--- config.mk ---
export PLATFORM = sky130hd
export DESIGN_NAME = hilo_muldiv
export DESIGN_NICKNAME = d
export VERILOG_FILES = /design/src/rtl/md_pkg.sv /design/src/rtl/md_operand_prep.sv /design/src/rtl/md_mul_core.sv /design/src/rtl/md_div_core.sv /design/src/rtl/hilo_muldiv.sv
export SDC_FILE = /design/constraint.sdc
export NUM_CORES = 1
export LEC_CHECK = 0
export BUFFER_PORTS_ARGS = -buffer_cell sky130_fd_sc_hd__buf_2
export CORE_ASPECT_RATIO = 0.8
export CORE_MARGIN = 2
export CORE_UTILIZATION = 45
export CTS_BUF_LIST = sky130_fd_sc_hd__clkbuf_4 sky130_fd_sc_hd__clkbuf_8
export CTS_CLUSTER_DIAMETER = 150
export DETAILED_ROUTE_END_ITERATION = 12
export PLACE_DENSITY_LB_ADDON = 0.15
export SYNTH_ARGS = -nofsm -noshare
export SYNTH_HDL_FRONTEND = slang
export SYNTH_SLANG_ARGS = --single-unit
--- constraint.sdc ---
create_clock -name clk -period 3.45 [get_ports clk]
set_clock_uncertainty 0.05 [all_clocks]
set_input_delay 0.345 -clock clk [delete_from_list [all_inputs] [get_ports clk]]
set_output_delay 0.345 -clock clk [all_outputs]
set_load 0.02 [all_outputs]
--- src/rtl/md_pkg.sv ---
package md_pkg;
  localparam int FUNC_W = 6;

  localparam logic [FUNC_W-1:0] FN_MUL_S = 6'b011000;
  localparam logic [FUNC_W-1:0] FN_MUL_U = 6'b011001;
  localparam logic [FUNC_W-1:0] FN_DIV_S = 6'b011010;
  localparam logic [FUNC_W-1:0] FN_DIV_U = 6'b011011;
  localparam logic [FUNC_W-1:0] FN_RD_HI = 6'b010000;
  localparam logic [FUNC_W-1:0] FN_WR_HI = 6'b010001;
  localparam logic [FUNC_W-1:0] FN_RD_LO = 6'b010010;
  localparam logic [FUNC_W-1:0] FN_WR_LO = 6'b010011;

  typedef enum logic [1:0] {
    ST_IDLE = 2'd0,
    ST_RUN  = 2'd1,
    ST_FIN  = 2'd2
  } md_state_e;

  typedef struct packed {
    logic is_div;
    logic neg_main;   // negate product or quotient
    logic neg_rem;    // negate remainder
    logic div_zero;
  } md_job_t;
endpackage

--- src/rtl/md_operand_prep.sv ---
module md_operand_prep #(
  parameter int W = 32
) (
  input  logic [W-1:0] a,
  input  logic [W-1:0] b,
  input  logic         is_signed,
  output logic [W-1:0] mag_a,
  output logic [W-1:0] mag_b,
  output logic         neg_a,
  output logic         neg_b
);
  always_comb begin
    neg_a = is_signed & a[W-1];
    neg_b = is_signed & b[W-1];
    mag_a = neg_a ? (~a + 1'b1) : a;
    mag_b = neg_b ? (~b + 1'b1) : b;
  end
endmodule

--- src/rtl/md_mul_core.sv ---
module md_mul_core #(
  parameter int W = 32
) (
  input  logic           clk,
  input  logic           load,
  input  logic           step,
  input  logic [W-1:0]   mcand,
  input  logic [W-1:0]   mplier,
  output logic [2*W-1:0] prod
);
  logic [W-1:0] upper_q, lower_q, mcand_q;
  logic [W:0]   partial;

  always_comb begin
    partial = {1'b0, upper_q} + (lower_q[0] ? {1'b0, mcand_q} : '0);
  end

  always_ff @(posedge clk) begin
    if (load) begin
      upper_q <= '0;
      lower_q <= mplier;
      mcand_q <= mcand;
    end else if (step) begin
      upper_q <= partial[W:1];
      lower_q <= {partial[0], lower_q[W-1:1]};
    end
  end

  assign prod = {upper_q, lower_q};
endmodule

--- src/rtl/md_div_core.sv ---
module md_div_core #(
  parameter int W = 32
) (
  input  logic         clk,
  input  logic         load,
  input  logic         step,
  input  logic [W-1:0] dividend,
  input  logic [W-1:0] divisor,
  output logic [W-1:0] quo,
  output logic [W-1:0] rem
);
  logic [W:0]   rem_q;
  logic [W-1:0] quo_q, dsr_q;
  logic [W:0]   shifted, trial;

  always_comb begin
    shifted = {rem_q[W-1:0], quo_q[W-1]};
    trial   = shifted - {1'b0, dsr_q};
  end

  always_ff @(posedge clk) begin
    if (load) begin
      rem_q <= '0;
      quo_q <= dividend;
      dsr_q <= divisor;
    end else if (step) begin
      if (!trial[W]) begin
        rem_q <= trial;
        quo_q <= {quo_q[W-2:0], 1'b1};
      end else begin
        rem_q <= shifted;
        quo_q <= {quo_q[W-2:0], 1'b0};
      end
    end
  end

  assign quo = quo_q;
  assign rem = rem_q[W-1:0];
endmodule

--- src/rtl/hilo_muldiv.sv ---
module hilo_muldiv
  import md_pkg::*;
#(
  parameter int W = 32
) (
  input  logic              clk,
  input  logic              rst,
  input  logic              req_valid,
  output logic              req_ready,
  input  logic [FUNC_W-1:0] req_func,
  input  logic [W-1:0]      req_a,
  input  logic [W-1:0]      req_b,
  output logic [W-1:0]      rd_data,
  output logic              busy
);
  localparam int CNT_W = $clog2(W);
  localparam logic [CNT_W-1:0] LAST_ITER = CNT_W'(W - 1);

  md_state_e        state_q;
  logic [CNT_W-1:0] iter_q;
  md_job_t          job_q;
  logic [W-1:0]     hi_q, lo_q;

  logic fire, is_mul, is_div, is_signed, start;
  logic [W-1:0] mag_a, mag_b;
  logic neg_a, neg_b;
  logic [2*W-1:0] prod, prod_fix;
  logic [W-1:0] quo, rem, quo_fix, rem_fix;

  always_comb begin
    fire      = req_valid & req_ready;
    is_mul    = (req_func == FN_MUL_S) | (req_func == FN_MUL_U);
    is_div    = (req_func == FN_DIV_S) | (req_func == FN_DIV_U);
    is_signed = (req_func == FN_MUL_S) | (req_func == FN_DIV_S);
    start     = fire & (is_mul | is_div);
  end

  md_operand_prep #(.W(W)) u_prep (
    .a(req_a), .b(req_b), .is_signed(is_signed),
    .mag_a(mag_a), .mag_b(mag_b), .neg_a(neg_a), .neg_b(neg_b)
  );

  md_mul_core #(.W(W)) u_mul (
    .clk(clk), .load(start), .step(state_q == ST_RUN),
    .mcand(mag_a), .mplier(mag_b), .prod(prod)
  );

  md_div_core #(.W(W)) u_div (
    .clk(clk), .load(start), .step(state_q == ST_RUN),
    .dividend(mag_a), .divisor(mag_b), .quo(quo), .rem(rem)
  );

  // Sign repair of magnitude results
  always_comb begin
    prod_fix = job_q.neg_main ? (~prod + 1'b1) : prod;
    quo_fix  = job_q.div_zero ? '1 : (job_q.neg_main ? (~quo + 1'b1) : quo);
    rem_fix  = job_q.neg_rem ? (~rem + 1'b1) : rem;
  end

  always_ff @(posedge clk) begin
    if (rst) begin
      state_q <= ST_IDLE;
      iter_q  <= '0;
      job_q   <= '0;
      hi_q    <= '0;
      lo_q    <= '0;
    end else begin
      unique case (state_q)
        ST_IDLE: begin
          if (start) begin
            state_q        <= ST_RUN;
            iter_q         <= '0;
            job_q.is_div   <= is_div;
            job_q.neg_main <= neg_a ^ neg_b;
            job_q.neg_rem  <= neg_a;
            job_q.div_zero <= is_div & (req_b == '0);
          end else if (fire && req_func == FN_WR_HI) begin
            hi_q <= req_a;
          end else if (fire && req_func == FN_WR_LO) begin
            lo_q <= req_a;
          end
        end
        ST_RUN: begin
          iter_q <= iter_q + 1'b1;
          if (iter_q == LAST_ITER) state_q <= ST_FIN;
        end
        ST_FIN: begin
          state_q <= ST_IDLE;
          if (job_q.is_div) begin
            lo_q <= quo_fix;
            hi_q <= rem_fix;
          end else begin
            lo_q <= prod_fix[W-1:0];
            hi_q <= prod_fix[2*W-1:W];
          end
        end
        default: state_q <= ST_IDLE;
      endcase
    end
  end

  always_comb begin
    busy      = (state_q != ST_IDLE);
    req_ready = ~busy;
    rd_data   = '0;
    if (fire && req_func == FN_RD_HI) rd_data = hi_q;
    else if (fire && req_func == FN_RD_LO) rd_data = lo_q;
  end
endmodule

==> summary.md <==
| Metric | Value |
|---|---|
| Min Tclk post-route | around 3.3 ns |
| Sequential share of the synthesized area | 0.356 |
| Count of final setup violators | 0 |
| Vias | 17,800 |
| CTS max path bufs | 3 |
| Die height | 186 µm |
| Top_reg_cell synth | dfxtp_1 |
| Die X | ~230 µm |
| Final cell count without fillers | 3,009 |
| HPWL Detailed | 46,900 µm |
| Setup CP Type | reg -> reg |
| Initial Util | 0.457 |
| CP peak stage delay | 0.68 ns |
| Worst-path clk slew | 0.06 ns |
| Comb power frac | 0.386 |
| ANT nets after route | 0 |
| Number of CTS-inserted buffers | 48 |
| FP Rows | 66 |
| Crit Reg-Reg Endpoint | u_div.rem_q[27]$_SDFFE_PP0P_ |
| Sw power | 4.79 mW |
| Initial antenna violation count | 1 |
| Flops & latches, synth | 267 |
| Crit. path cell count | 12 |
| Cells after Synth | 2,269 |
| Area Overhead vs Synth | 16.2% |
| CTS root buffer | clkbuf_8 |
| Synthesized area per cell | 8.21 µm² |
| Slew Limit Fails | 0 |
| Pin count of the biggest net entering global routing | about 140 |
| CP max-delay cell | or4b_2 |
| Fin crit share | 0.962 |
| Total core area | just over 40,000 µm² |
| Sum of negative setup slack | 0 ns |
| Netlist cell types | 76 |
| Footprint of the multi-input gates | 11,400 µm² |
| Fin nets | 2,571 |
| First-pass GRT wire length | 97,200 µm |
| Tightest Hold Check Type | in -> reg |
| Yosys warnings | 0 |
| Die Area | 43,000 µm² |
| PwrDens | 578 nW/µm² |
| Gp weighted congestion | around 0.93 |
| Critical R2R Launch | u_div.quo[31]$_DFFE_PP_ |
| Final Hold Vio Count | 0 |
| # diodes | 0 |
| Post-synth EDFFs | approximately 130 |
| R2R depth | 12 |
| Violation count after the first detailed-route iteration | between 1,500 and 2,000 |
| CP cell instances | inv_1 > ha_1 > fa_1 > nand2b_1 > a21oi_2 > o221a_2 > a211oi_4 > o21ai_2 > a31oi_1 > o21ai_4 > or4b_2 > nand2_1 |
| Crit path capture | u_div.rem_q[27]$_SDFFE_PP0P_ |
| Max_cap viols | 0 |
| Met3 Use GR | 0.0591 |
| CTS Sinks | 267 |
| Area contributors post-synth | edfxtp_1 21%, dfxtp_1 15%, nand2_1 6.9% |
| Layout cells sized above 1 | 0.144 |
| Fraction of registers with async set/reset | 0 |
| Most frequent cells in the layout | 341 x nand2_1, 201 x nor2_1, 182 x o21ai_0 |
| Sw frac | 0.383 |
| Int Power | roughly 7.7 mW |
| TritonCTS clock tree | built |
| Grt ovf | 0 |
| Mean routed wirelength per cell | 21.3 µm |
| Worst Max-Slew Pin Slew | around 1.1 ns |
| Grt met1 use | 0.421 |
| Outcome | complete, no violations |
| Max Clock Freq | 301 MHz |
| Fill cells | 3,895 |
| Critical Path RT | just under 4 ns |
| RSZ-0062 raised after global routing | true |
| Worst Path Max Fanout | 4 |
| Worst vdd ir | 0.312 mV |
| Worst setup path start | u_div.quo[31]$_DFFE_PP_ |
| Register Area | 6630 µm² |
| Bufs and invs on worst path | 1 |
| Worst skew pair latency | between 0.6 and 0.7 ns |
| Vias per cell | about 6 |
| Ports | 107 |
| Synth top area share | 0.206 |
| # placed instances | 2,902 |
| Most common cell after layout, fill and taps aside | nand2_1 |
| CTS H-tree lvls | 2 |
| Sequential share of power | 0.338 |
| Syn_nets | 2,415 |
| Met2 usage | 0.444 |
| Post-Syn Area | 18,600 µm² |
| Clock power share | 0.276 |
| FF-to-FF setup slack | ~0.13 ns |
| Number of remaining DRC errors | 0 |
| CP top delay family | compound AO/OA/AOI/OAI gates |
| Leak | between 8 and 9 nW |
| Largest area contributor in the netlist | edfxtp_1 |
| Gr busiest metal | met2 |
| CP Capture Type | flop |
| Port Buffers | between 100 and 150 |
| CP arrival | around 3.8 ns |
| CP startpoint kind | flop |
| Final wirelength | 64,000 µm |
| Total track usage | 0.294 |
| Max_slew headroom | 0.298 |
| Drt pass-1 iters | 6 |
| Vias in the first global route | approximately 17,000 |
tightest hold or removal path, stage by stage:
cell      delay, ns
buf_2          0.13
nand2_1        0.08
a311oi_1       0.08
logic make-up after synthesis:
kind of cell             Yosys count  synth area share
AND/OR/NAND/NOR                  864             0.215
AO/OA/AOI/OAI                    588             0.202
flip-flops                       267             0.356
XOR/XNOR                         219             0.103
buffers and inverters            192            0.0394
adder cells (fa/ha/maj)           73            0.0498
multiplexers                      66            0.0357
per-stage QoR:
step | utilization | instance area [µm²] | setup WS (ns) | hold WS, ns | total power [mW]
6_report | 0.531 | 21600 | 0.130 | 0.0350 | 12.5
5_1_grt | 0.531 | 21600 | -0.0833 | 0.0228 | 13.2
4_1_cts | 0.528 | 21500 | 0.0207 | 0.00443 | 12.3
3_5_place_dp | 0.498 | 20300 | 0.0208 | 0.400 | 8.83
3_3_place_gp | 0.498 | 20300 | 0.0600 | 0.400 | 8.78
2_1_floorplan | - | 18600 | 0.0342 | 0.381 | 7.31
registers in the layout, indices dropped and copies added (netlist names):
signal and cells:
u_div.quo 32, u_div.dsr_q 32, iter_q 5, lo_q 32
u_mul.upper_q 32, hi_q 32, u_mul.lower_q 32, u_div.rem_q 32
u_mul.mcand_q 32, state_q 2, job_q 4
metal layers:
| layer | vias up | part of all wire |
|---|---|---|
| li1 | 8496 | - |
| met1 | 8431 | 0.46 |
| met2 | 777 | 0.42 |
| met3 | 109 | 0.089 |
| met4 | 4 | 0.026 |
| met5 | - | 0.0012 |
cell type report:
class / instances / share of cell area
clock buffer: 66 / 0.0391
timing repair buffer: 231 / 0.0742
multi-input combinational: 1810 / 0.526
inverter: 67 / 0.0117
sequential: 267 / 0.306
clock inverter: 24 / 0.0112
tap: 544 / 0.0315
synthesized netlist by cell type, types with 16 or more instances:
cell type  count
xor2_1        84
o211ai_1      21
nor4_1        21
and3_1        19
buf_1         16
mux2i_1       63
a21o_1        21
dfxtp_1      139
or3_1         33
edfxtp_1     128
o21ai_0      182
nor2_1       202
nand3_1       51
nand2b_1      25
a311oi_1      25
nand2_1      342
inv_1         65
xnor2_1      135
a21oi_1      131
o221ai_1      22
and2_1        40
nor3_1        58
ha_1          71
a211oi_1      21
clkbuf_1     104
o31ai_1       42
power groups by stage:
stage	combinational (mW)	sequential [mW]	clock, mW
2_1_floorplan	3.15	4.16	0
3_3_place_gp	4.50	4.28	0
3_5_place_dp	4.55	4.28	0
4_1_cts	4.59	4.21	3.50
5_1_grt	5.31	4.27	3.64
6_report	4.83	4.23	3.44
how the worst min path moves through the flow:
stage,start,end,slack (ns),cells past startpoint
after CTS,req_a[6],hi_q[6]$_SDFFE_PP0P_,0.004,3
after floorplan,hi_q[4]$_SDFFE_PP0P_,hi_q[4]$_SDFFE_PP0P_,0.38,2
after global routing,req_b[22],u_div.dsr_q[22]$_DFFE_PP_,0.02,2
after detailed placement,hi_q[4]$_SDFFE_PP0P_,hi_q[4]$_SDFFE_PP0P_,0.40,2
final,req_a[21],lo_q[21]$_SDFFE_PP0P_,0.03,3
after global placement,hi_q[4]$_SDFFE_PP0P_,hi_q[4]$_SDFFE_PP0P_,0.40,2
what timing repair did:
action                     CTS  global route
buffers inserted             0             1
hold buffers                14             0
gates resized for setup      0            15
setup endpoints to repair    0            36
hold endpoints to repair    17             0
Note: power is estimated with default switching activity, not from simulation.
